## config.mk

```make
export PLATFORM = sky130hd
export DESIGN_NAME = cap_timer16
export DESIGN_NICKNAME = d
export VERILOG_FILES = /design/src/rtl/cap_timer16_pkg.sv /design/src/rtl/tmr_pin_sync.sv /design/src/rtl/tmr_prescale.sv /design/src/rtl/tmr_count_core.sv /design/src/rtl/cap_timer16.sv
export SDC_FILE = /design/constraint.sdc
export NUM_CORES = 1
export LEC_CHECK = 0
export BUFFER_PORTS_ARGS = -buffer_cell sky130_fd_sc_hd__buf_2
export CAP_MARGIN = 15
export CELL_PAD_IN_SITES_DETAIL_PLACEMENT = 0
export CELL_PAD_IN_SITES_GLOBAL_PLACEMENT = 2
export CORE_MARGIN = 2
export CORE_UTILIZATION = 36
export DETAILED_ROUTE_END_ITERATION = 8
export HOLD_SLACK_MARGIN = 0.12
export PLACE_DENSITY_LB_ADDON = 0.12
export SLEW_MARGIN = 0
export SYNTH_ARGS = -nofsm -noshare
export SYNTH_HDL_FRONTEND = slang
export SYNTH_SLANG_ARGS = --single-unit
```

## constraint.sdc

```tcl
create_clock -name clk -period 3.8 [get_ports clk]
set_clock_uncertainty 0.2 [all_clocks]
set_input_delay 0.57 -clock clk [delete_from_list [all_inputs] [get_ports clk]]
set_output_delay 0.57 -clock clk [all_outputs]
set_load 0.01 [all_outputs]
```

## src/rtl/cap_timer16_pkg.sv

```systemverilog
package cap_timer16_pkg;
  localparam logic [2:0] RA_CTRL = 3'd0;
  localparam logic [2:0] RA_FLAG = 3'd1;
  localparam logic [2:0] RA_CNTL = 3'd2;
  localparam logic [2:0] RA_CNTH = 3'd3;
  localparam logic [2:0] RA_RLDL = 3'd4;
  localparam logic [2:0] RA_RLDH = 3'd5;

  // control word, bit0 = run ... bit6 = out_en
  typedef struct packed {
    logic out_en;
    logic sqw_mode;
    logic updn_en;
    logic ext_en;
    logic cap_mode;
    logic src_ext;
    logic run;
  } tmr_ctrl_t;

  localparam int CTRL_W = $bits(tmr_ctrl_t);
endpackage

```

## src/rtl/tmr_pin_sync.sv

```systemverilog
module tmr_pin_sync #(
  parameter int N      = 2,
  parameter int STAGES = 2
) (
  input  logic         clk,
  input  logic         rst,
  input  logic [N-1:0] pin_i,
  output logic [N-1:0] level_o,
  output logic [N-1:0] fall_o
);
  for (genvar i = 0; i < N; i++) begin : g_pin
    logic [STAGES-1:0] sh;
    logic              prev;
    always_ff @(posedge clk) begin
      if (rst) begin
        sh   <= '0;
        prev <= 1'b0;
      end else begin
        sh   <= {sh[STAGES-2:0], pin_i[i]};
        prev <= sh[STAGES-1];
      end
    end
    assign level_o[i] = sh[STAGES-1];
    assign fall_o[i]  = prev & ~sh[STAGES-1];


    single_fall_chk: assert property (@(posedge clk) disable iff (rst)
      fall_o[i] |=> !fall_o[i]);
  end
endmodule

```

## src/rtl/tmr_prescale.sv

```systemverilog
module tmr_prescale #(
  parameter int DIV_SLOW = 12,
  parameter int DIV_FAST = 2
) (
  input  logic clk,
  input  logic rst,
  input  logic en_i,
  input  logic fast_i,
  output logic tick_o
);
  localparam int PW = (DIV_SLOW > 2) ? $clog2(DIV_SLOW) : 1;

  logic [PW-1:0] pc;
  logic [PW-1:0] lim;

  assign lim    = fast_i ? PW'(DIV_FAST - 1) : PW'(DIV_SLOW - 1);
  assign tick_o = en_i && (pc >= lim);

  always_ff @(posedge clk) begin
    if (rst || !en_i) pc <= '0;
    else if (tick_o)  pc <= '0;
    else              pc <= pc + 1'b1;
  end


  tick_spacing_chk: assert property (@(posedge clk) disable iff (rst)
    tick_o |=> !tick_o);
endmodule

```

## src/rtl/tmr_count_core.sv

```systemverilog
module tmr_count_core
  import cap_timer16_pkg::*;
#(
  parameter int HALF_W = 8
) (
  input  logic              clk,
  input  logic              rst,
  input  tmr_ctrl_t         ctrl,
  input  logic              tick,
  input  logic              strobe_fall,
  input  logic              dir_lvl,
  input  logic              wr_cnt_lo,
  input  logic              wr_cnt_hi,
  input  logic              wr_rld_lo,
  input  logic              wr_rld_hi,
  input  logic              wr_flag,
  input  logic [HALF_W-1:0] wdata,
  output logic [2*HALF_W-1:0] cnt_o,
  output logic [2*HALF_W-1:0] rld_o,
  output logic              ovf_flag_o,
  output logic              ext_flag_o,
  output logic              irq_o,
  output logic              clk_out_o
);
  localparam int CW = 2 * HALF_W;

  logic [HALF_W-1:0] lo_q, hi_q, rlo_q, rhi_q;
  logic [CW-1:0]     cnt_hw, rld_hw, inc_v, dec_v;
  logic              dcen_act, count_up, at_max, at_rld;
  logic              ovf_evt, udf_evt, cap_evt, xrl_evt, xflag_set;
  logic              ovf_nxt, ext_nxt;

  assign cnt_o = {hi_q, lo_q};
  assign rld_o = {rhi_q, rlo_q};

  assign dcen_act  = ctrl.updn_en && !ctrl.cap_mode && !ctrl.sqw_mode;
  assign count_up  = !dcen_act || dir_lvl;
  assign at_max    = &cnt_o;
  assign at_rld    = (cnt_o == rld_o);
  assign ovf_evt   = tick && count_up && at_max;
  assign udf_evt   = tick && !count_up && at_rld;
  assign cap_evt   = ctrl.ext_en && strobe_fall && ctrl.cap_mode && !ctrl.sqw_mode;
  assign xrl_evt   = ctrl.ext_en && strobe_fall && !ctrl.cap_mode && !ctrl.sqw_mode && !dcen_act;
  assign xflag_set = ctrl.ext_en && strobe_fall && !dcen_act;

  // cascaded halves: high half moves on the low half's carry / borrow
  assign inc_v = {hi_q + HALF_W'(&lo_q), lo_q + 1'b1};
  assign dec_v = {hi_q - HALF_W'(lo_q == '0), lo_q - 1'b1};

  always_comb begin
    cnt_hw = cnt_o;
    if (xrl_evt)      cnt_hw = rld_o;
    else if (ovf_evt) cnt_hw = (ctrl.cap_mode && !ctrl.sqw_mode) ? '0 : rld_o;
    else if (udf_evt) cnt_hw = '1;
    else if (tick)    cnt_hw = count_up ? inc_v : dec_v;
  end

  assign rld_hw = cap_evt ? cnt_o : rld_o;

  always_comb begin
    ovf_nxt = ovf_flag_o | ((ovf_evt | udf_evt) & ~ctrl.sqw_mode);
    ext_nxt = dcen_act ? (ext_flag_o ^ (ovf_evt | udf_evt)) : (ext_flag_o | xflag_set);
    if (wr_flag) begin
      ovf_nxt = wdata[0];
      ext_nxt = wdata[1];
    end
  end

  always_ff @(posedge clk) begin
    if (rst) begin
      lo_q <= '0; hi_q <= '0; rlo_q <= '0; rhi_q <= '0;
      ovf_flag_o <= 1'b0; ext_flag_o <= 1'b0; irq_o <= 1'b0; clk_out_o <= 1'b0;
    end else begin
      lo_q  <= wr_cnt_lo ? wdata : cnt_hw[HALF_W-1:0];
      hi_q  <= wr_cnt_hi ? wdata : cnt_hw[CW-1:HALF_W];
      rlo_q <= wr_rld_lo ? wdata : rld_hw[HALF_W-1:0];
      rhi_q <= wr_rld_hi ? wdata : rld_hw[CW-1:HALF_W];
      ovf_flag_o <= ovf_nxt;
      ext_flag_o <= ext_nxt;
      irq_o      <= ovf_nxt | ext_nxt;
      clk_out_o  <= clk_out_o ^ (ovf_evt & ctrl.sqw_mode & ctrl.out_en);
    end
  end


  ovf_reload_chk: assert property (@(posedge clk) disable iff (rst)
    (ovf_evt && !ctrl.cap_mode && !xrl_evt && !wr_cnt_lo && !wr_cnt_hi && !wr_rld_lo && !wr_rld_hi)
      |=> cnt_o == $past(rld_o));

  udf_allones_chk: assert property (@(posedge clk) disable iff (rst)
    (udf_evt && !wr_cnt_lo && !wr_cnt_hi) |=> &cnt_o);

  capture_copy_chk: assert property (@(posedge clk) disable iff (rst)
    (cap_evt && !wr_rld_lo && !wr_rld_hi) |=> rld_o == $past(cnt_o));

  flag_write_chk: assert property (@(posedge clk) disable iff (rst)
    wr_flag |=> {ext_flag_o, ovf_flag_o} == $past(wdata[1:0]));

  sqw_hold_chk: assert property (@(posedge clk) disable iff (rst)
    !(ctrl.sqw_mode && ctrl.out_en) |=> $stable(clk_out_o));

  count_hold_chk: assert property (@(posedge clk) disable iff (rst)
    (!tick && !xrl_evt && !wr_cnt_lo && !wr_cnt_hi) |=> $stable(cnt_o));
endmodule

```

## src/rtl/cap_timer16.sv

```systemverilog
module cap_timer16
  import cap_timer16_pkg::*;
#(
  parameter int HALF_W      = 8,
  parameter int DIV_SLOW    = 12,
  parameter int DIV_FAST    = 2,
  parameter int SYNC_STAGES = 2
) (
  input  logic              clk,
  input  logic              rst,
  input  logic              wr_en,
  input  logic [2:0]        wr_addr,
  input  logic [HALF_W-1:0] wr_data,
  input  logic [2:0]        rd_addr,
  output logic [HALF_W-1:0] rd_data,
  input  logic              cnt_pin,
  input  logic              strobe_pin,
  output logic              ovf_flag,
  output logic              ext_flag,
  output logic              irq,
  output logic              clk_out
);
  localparam int CW = 2 * HALF_W;

  tmr_ctrl_t     ctrl_q;
  logic [1:0]    pin_lvl, pin_fall;
  logic          pre_tick, tick;
  logic [CW-1:0] cnt, rld;

  always_ff @(posedge clk) begin
    if (rst)                                ctrl_q <= '0;
    else if (wr_en && wr_addr == RA_CTRL)   ctrl_q <= tmr_ctrl_t'(wr_data[CTRL_W-1:0]);
  end

  tmr_pin_sync #(.N(2), .STAGES(SYNC_STAGES)) u_sync (
    .clk(clk), .rst(rst),
    .pin_i({strobe_pin, cnt_pin}),
    .level_o(pin_lvl), .fall_o(pin_fall)
  );

  tmr_prescale #(.DIV_SLOW(DIV_SLOW), .DIV_FAST(DIV_FAST)) u_pre (
    .clk(clk), .rst(rst),
    .en_i(ctrl_q.run && (ctrl_q.sqw_mode || !ctrl_q.src_ext)),
    .fast_i(ctrl_q.sqw_mode),
    .tick_o(pre_tick)
  );

  assign tick = ctrl_q.run &&
                ((ctrl_q.sqw_mode || !ctrl_q.src_ext) ? pre_tick : pin_fall[0]);

  tmr_count_core #(.HALF_W(HALF_W)) u_core (
    .clk(clk), .rst(rst), .ctrl(ctrl_q), .tick(tick),
    .strobe_fall(pin_fall[1]), .dir_lvl(pin_lvl[1]),
    .wr_cnt_lo(wr_en && wr_addr == RA_CNTL),
    .wr_cnt_hi(wr_en && wr_addr == RA_CNTH),
    .wr_rld_lo(wr_en && wr_addr == RA_RLDL),
    .wr_rld_hi(wr_en && wr_addr == RA_RLDH),
    .wr_flag(wr_en && wr_addr == RA_FLAG),
    .wdata(wr_data),
    .cnt_o(cnt), .rld_o(rld),
    .ovf_flag_o(ovf_flag), .ext_flag_o(ext_flag),
    .irq_o(irq), .clk_out_o(clk_out)
  );

  always_ff @(posedge clk) begin
    if (rst) rd_data <= '0;
    else begin
      case (rd_addr)
        RA_CTRL: rd_data <= HALF_W'(ctrl_q);
        RA_FLAG: rd_data <= HALF_W'({ext_flag, ovf_flag});
        RA_CNTL: rd_data <= cnt[HALF_W-1:0];
        RA_CNTH: rd_data <= cnt[CW-1:HALF_W];
        RA_RLDL: rd_data <= rld[HALF_W-1:0];
        RA_RLDH: rd_data <= rld[CW-1:HALF_W];
        default: rd_data <= '0;
      endcase
    end
  end


  irq_merge_chk: assert property (@(posedge clk) disable iff (rst)
    irq == (ovf_flag | ext_flag));
endmodule

```

==> impl_metrics.env <==
export IMPL_slew_limit_headroom_pct=56.38
export IMPL_drt_vias_per_instance=5.745
export IMPL_syn_mean_instance_area_um2=8.131
export IMPL_power_density_cell_area_nw_per_um2=317.1
export IMPL_synth_warnings=0
export IMPL_drt_antenna_violating_nets=0
export IMPL_number_of_global_route_vias_before_repair=3472
export IMPL_post_cts_hold_buffer_count=0
export IMPL_final_layout_size_suffix_gt1_share_pct=15.02
export IMPL_post_place_ws_ps=522.0
export IMPL_cts_buffers=9
export IMPL_worst_endpoint_required_ps=3900
export IMPL_fin_tns_setup_ps=0
export IMPL_area_growth_syn_to_layout_pct=11.58
export IMPL_total_via_count_in_the_routed_design=3711
export IMPL_placer_congestion=0.8677
export IMPL_critPathMaxStageDelay_ps=600
export IMPL_critical_path_cell_chain="nor2_2, nand3b_2, inv_2, or3_4, nand2_1, ha_1, inv_1, fa_1, nor3_1, a21oi_1, xnor2_1, a221oi_1, o221a_2"
export IMPL_final_critical_path_setup_slack_ps=459.9
export IMPL_netlist_cell_type_count=65
export IMPL_grt_total_usage_pct=24.77
export IMPL_hold_class="input port to flip-flop"
export IMPL_insertedDiodeCount=0
export IMPL_clk_pin_slew_worst_paths_ps=80
export IMPL_core_area_um2=10700
export IMPL_layout_worst_path_cycle_share_pct=87.90
export IMPL_net_count_synth=513
export IMPL_worst_hold_slack_across_all_endpoints_ps=218.8
export IMPL_flop_and_latch_count_out_of_synthesis=61
export IMPL_die_x_um=108.2
export IMPL_layout_nets=534
export IMPL_worstPathArrival_ps=3440
export IMPL_max_freq_ghz=0.2994
export IMPL_core_rowCount=38
export IMPL_yosysSeqAreaShare_pct=31.22
export IMPL_p_leak_nw=1.576
export IMPL_initial_utilization_pct=36.56
export IMPL_num_io_pins=31
export IMPL_cts_setup_buffers=0
export IMPL_synth_area_um2=3911
export IMPL_synth_area_leaders="sky130_fd_sc_hd__dfxtp_1 (31%), sky130_fd_sc_hd__mux2i_1 (7.2%), sky130_fd_sc_hd__nor2_1 (6.6%)"
export IMPL_grt_pass1_wl_um=21290
export IMPL_critical_path_top_delay_family="simple AND/OR/NAND/NOR gates"
export IMPL_ys_flop_type="sky130_fd_sc_hd__dfxtp_1"
export IMPL_dp_hpwl_um=9923
export IMPL_dieArea_um2=11710
export IMPL_setup_worst_path_class="flip-flop to flip-flop"
export IMPL_cts_repair_resized=0
export IMPL_synth_top_cell_area_share_pct=31.22
export IMPL_grt_start_max_net_pins=49
export IMPL_setup_violations_final=0
export IMPL_grt_setup_unrepaired="false"
export IMPL_finalInstanceArea_um2=4364
export IMPL_max_cap_viol_count=0
export IMPL_clockBufferDepth=2
export IMPL_detail_route_iter0_violations=234
export IMPL_post_synth_top_area_cell="sky130_fd_sc_hd__dfxtp_1"
export IMPL_h_tree_depth=3
export IMPL_finalWorstPathRequiredPeriod_ps=3340
export IMPL_synth_async_reset_ratio_pct=0
export IMPL_grt_antenna_before_repair=0
export IMPL_remaining_drc_errors=0
export IMPL_tightest_slew_ps=652.8
export IMPL_cts_sinks=61
export IMPL_synth_enable_flop_cells=0
export IMPL_grt_overflow_total=0
export IMPL_chipHeight_um=108.2
export IMPL_final_hold_violation_count=0
export IMPL_cell_area_reported_after_detailed_placement_um2=4189
export IMPL_worstPathMaxFanout=11
export IMPL_latest_clock_arrival_within_the_worst_skew_pair_ps=360
export IMPL_clock_tree_root_cell="sky130_fd_sc_hd__clkbuf_8"
export IMPL_path_buf_inv=2
export IMPL_totalWireLength_um=13870
export IMPL_post_syn_instances=481
export IMPL_cpMaxStageDelayCell="sky130_fd_sc_hd__dfxtp_1"
export IMPL_total_power_mw=1.384
export IMPL_end_kind="flip-flop"
export IMPL_report_final_slew_viol_count=0
export IMPL_multiInputGateArea_um2=2507
export IMPL_avgRoutedWirePerCell_um=21.48
export IMPL_nFillCells=1153
export IMPL_ir_worst_vdd_mv=0.1381
export IMPL_sequential_cell_area_um2=1221
export IMPL_outcome="completed"
export IMPL_cts_tree="done"
export IMPL_port_buffers=30
export IMPL_drt_pass1_iterations=5
export IMPL_startpoint_type="flip-flop"
-- cell type report --
| type | instances | area share (%) |
|---|---|---|
| Timing Repair Buffer | 41 | 5.333 |
| Inverter | 14 | 1.204 |
| Sequential cell | 61 | 27.98 |
| Tap cell | 140 | 4.014 |
| Clock inverter | 5 | 0.8601 |
| Multi-Input combinational cell | 375 | 57.45 |
| Clock buffer | 10 | 3.154 |
-- registers in the layout, indices dropped and copies added, names as in the netlist --
register,count
u_sync.g_pin.sh,4
u_core.irq_o,1
u_core.rlo_q,8
u_core.ovf_flag_o,1
u_core.lo_q,8
u_core.ext_flag_o,1
u_pre.pc,4
u_core.hi_q,8
ctrl_q,7
rd_data,8
u_sync.g_pin.prev,2
u_core.clk_out_o,1
u_core.rhi_q,8
-- Yosys cell counts, types with 2 or more instances --
| master | n |
|---|---|
| sky130_fd_sc_hd__nand3_1 | 9 |
| sky130_fd_sc_hd__nand2_1 | 36 |
| sky130_fd_sc_hd__inv_1 | 11 |
| sky130_fd_sc_hd__o21a_1 | 2 |
| sky130_fd_sc_hd__xor2_1 | 5 |
| sky130_fd_sc_hd__or3_1 | 2 |
| sky130_fd_sc_hd__clkbuf_1 | 20 |
| sky130_fd_sc_hd__nand4_1 | 11 |
| sky130_fd_sc_hd__mux2_2 | 2 |
| sky130_fd_sc_hd__buf_2 | 7 |
| sky130_fd_sc_hd__a2111oi_0 | 4 |
| sky130_fd_sc_hd__nor3_1 | 15 |
| sky130_fd_sc_hd__mux2i_1 | 28 |
| sky130_fd_sc_hd__a31oi_1 | 4 |
| sky130_fd_sc_hd__nor2_2 | 2 |
| sky130_fd_sc_hd__and2_1 | 3 |
| sky130_fd_sc_hd__a2111oi_2 | 2 |
| sky130_fd_sc_hd__o211ai_1 | 5 |
| sky130_fd_sc_hd__nand2b_1 | 3 |
| sky130_fd_sc_hd__a221oi_1 | 5 |
| sky130_fd_sc_hd__nor2b_1 | 12 |
| sky130_fd_sc_hd__o311ai_0 | 2 |
| sky130_fd_sc_hd__xnor2_1 | 27 |
| sky130_fd_sc_hd__nand3b_1 | 2 |
| sky130_fd_sc_hd__ha_1 | 11 |
| sky130_fd_sc_hd__inv_2 | 3 |
| sky130_fd_sc_hd__fa_1 | 2 |
| sky130_fd_sc_hd__nor4_2 | 2 |
| sky130_fd_sc_hd__o21ai_0 | 10 |
| sky130_fd_sc_hd__dfxtp_1 | 61 |
| sky130_fd_sc_hd__nor4_1 | 10 |
| sky130_fd_sc_hd__a211oi_1 | 20 |
| sky130_fd_sc_hd__nor2_1 | 69 |
| sky130_fd_sc_hd__buf_1 | 2 |
| sky130_fd_sc_hd__a21oi_1 | 27 |
| sky130_fd_sc_hd__a22oi_1 | 13 |
| sky130_fd_sc_hd__buf_4 | 2 |
| sky130_fd_sc_hd__a211o_1 | 3 |
-- worst reg2reg max path, delay by kind of cell, from the launching register on --
family / cells / cell delay (ps)
adder cells (fa/ha/maj): 2 / 620
AO/OA/AOI/OAI: 3 / 580
buffers and inverters: 2 / 190
flip-flops: 1 / 600
XOR/XNOR: 1 / 130
AND/OR/NAND/NOR: 5 / 960
-- path summary, 6_finish.rpt --
kind         cells after the start  slack, ps                  start               endpoint
min reg2reg                      1        250  u_sync.g_pin[1].sh[0]  u_sync.g_pin[1].sh[1]
max reg2reg                     13        460              ctrl_q[5]         u_core.hi_q[6]
max                             13        460              ctrl_q[5]         u_core.hi_q[6]
min                              2        220             strobe_pin  u_sync.g_pin[1].sh[0]
-- cells by family (layout without fill, tap and decap cells) --
group | after synthesis | after routing | share of synthesized area [%]
simple gates | 185 | 185 | 23.29
compound gates | 114 | 114 | 20.73
flops | 61 | 61 | 31.22
buf+inv | 45 | 70 | 4.734
xor+xnor | 32 | 32 | 7.166
mux | 31 | 31 | 8.317
fa+ha+maj | 13 | 13 | 4.543
-- placed cells by master, fill, tap and decap left out, types with 9 or more instances in the layout --
| cell | synthesis | routed |
|---|---|---|
| sky130_fd_sc_hd__clkbuf_8 | 0 | 10 |
| sky130_fd_sc_hd__nor4_1 | 10 | 10 |
| sky130_fd_sc_hd__nor2b_1 | 12 | 12 |
| sky130_fd_sc_hd__a22oi_1 | 13 | 13 |
| sky130_fd_sc_hd__xnor2_1 | 27 | 27 |
| sky130_fd_sc_hd__nor2_1 | 69 | 68 |
| sky130_fd_sc_hd__nand2_1 | 36 | 36 |
| sky130_fd_sc_hd__ha_1 | 11 | 11 |
| sky130_fd_sc_hd__inv_1 | 11 | 11 |
| sky130_fd_sc_hd__nand4_1 | 11 | 11 |
| sky130_fd_sc_hd__nor3_1 | 15 | 15 |
| sky130_fd_sc_hd__o21ai_0 | 10 | 10 |
| sky130_fd_sc_hd__a211oi_1 | 20 | 20 |
| sky130_fd_sc_hd__a21oi_1 | 27 | 27 |
| sky130_fd_sc_hd__nand3_1 | 9 | 9 |
| sky130_fd_sc_hd__dfxtp_1 | 61 | 61 |
| sky130_fd_sc_hd__buf_4 | 2 | 11 |
| sky130_fd_sc_hd__mux2i_1 | 28 | 28 |
| sky130_fd_sc_hd__buf_2 | 7 | 30 |
-- routing by layer --
metal	wire length, µm	GRT usage (%)	share of wire [%]
met1	6462	34.63	47
met2	6240	38.59	45
met3	968	5.546	7.0
met4	204	6.319	1.5
met5	0	0	0
-- metrics by stage --
| stage | cells | util [%] |
|---|---|---|
| floorplan | 481 | - |
| global placement | 631 | 39.16 |
| detailed placement | 631 | 39.16 |
| CTS | 646 | 40.80 |
| global route | 646 | 40.80 |
| finish | 646 | 40.80 |
-- where the power goes --
group	internal [mW]	switching (mW)	leakage, nW
logic	0.0625	0.0966	0.997
registers	0.658	0.0279	0.495
clock network	0.252	0.288	0.0843
Power figures use the tool's default switching activity.
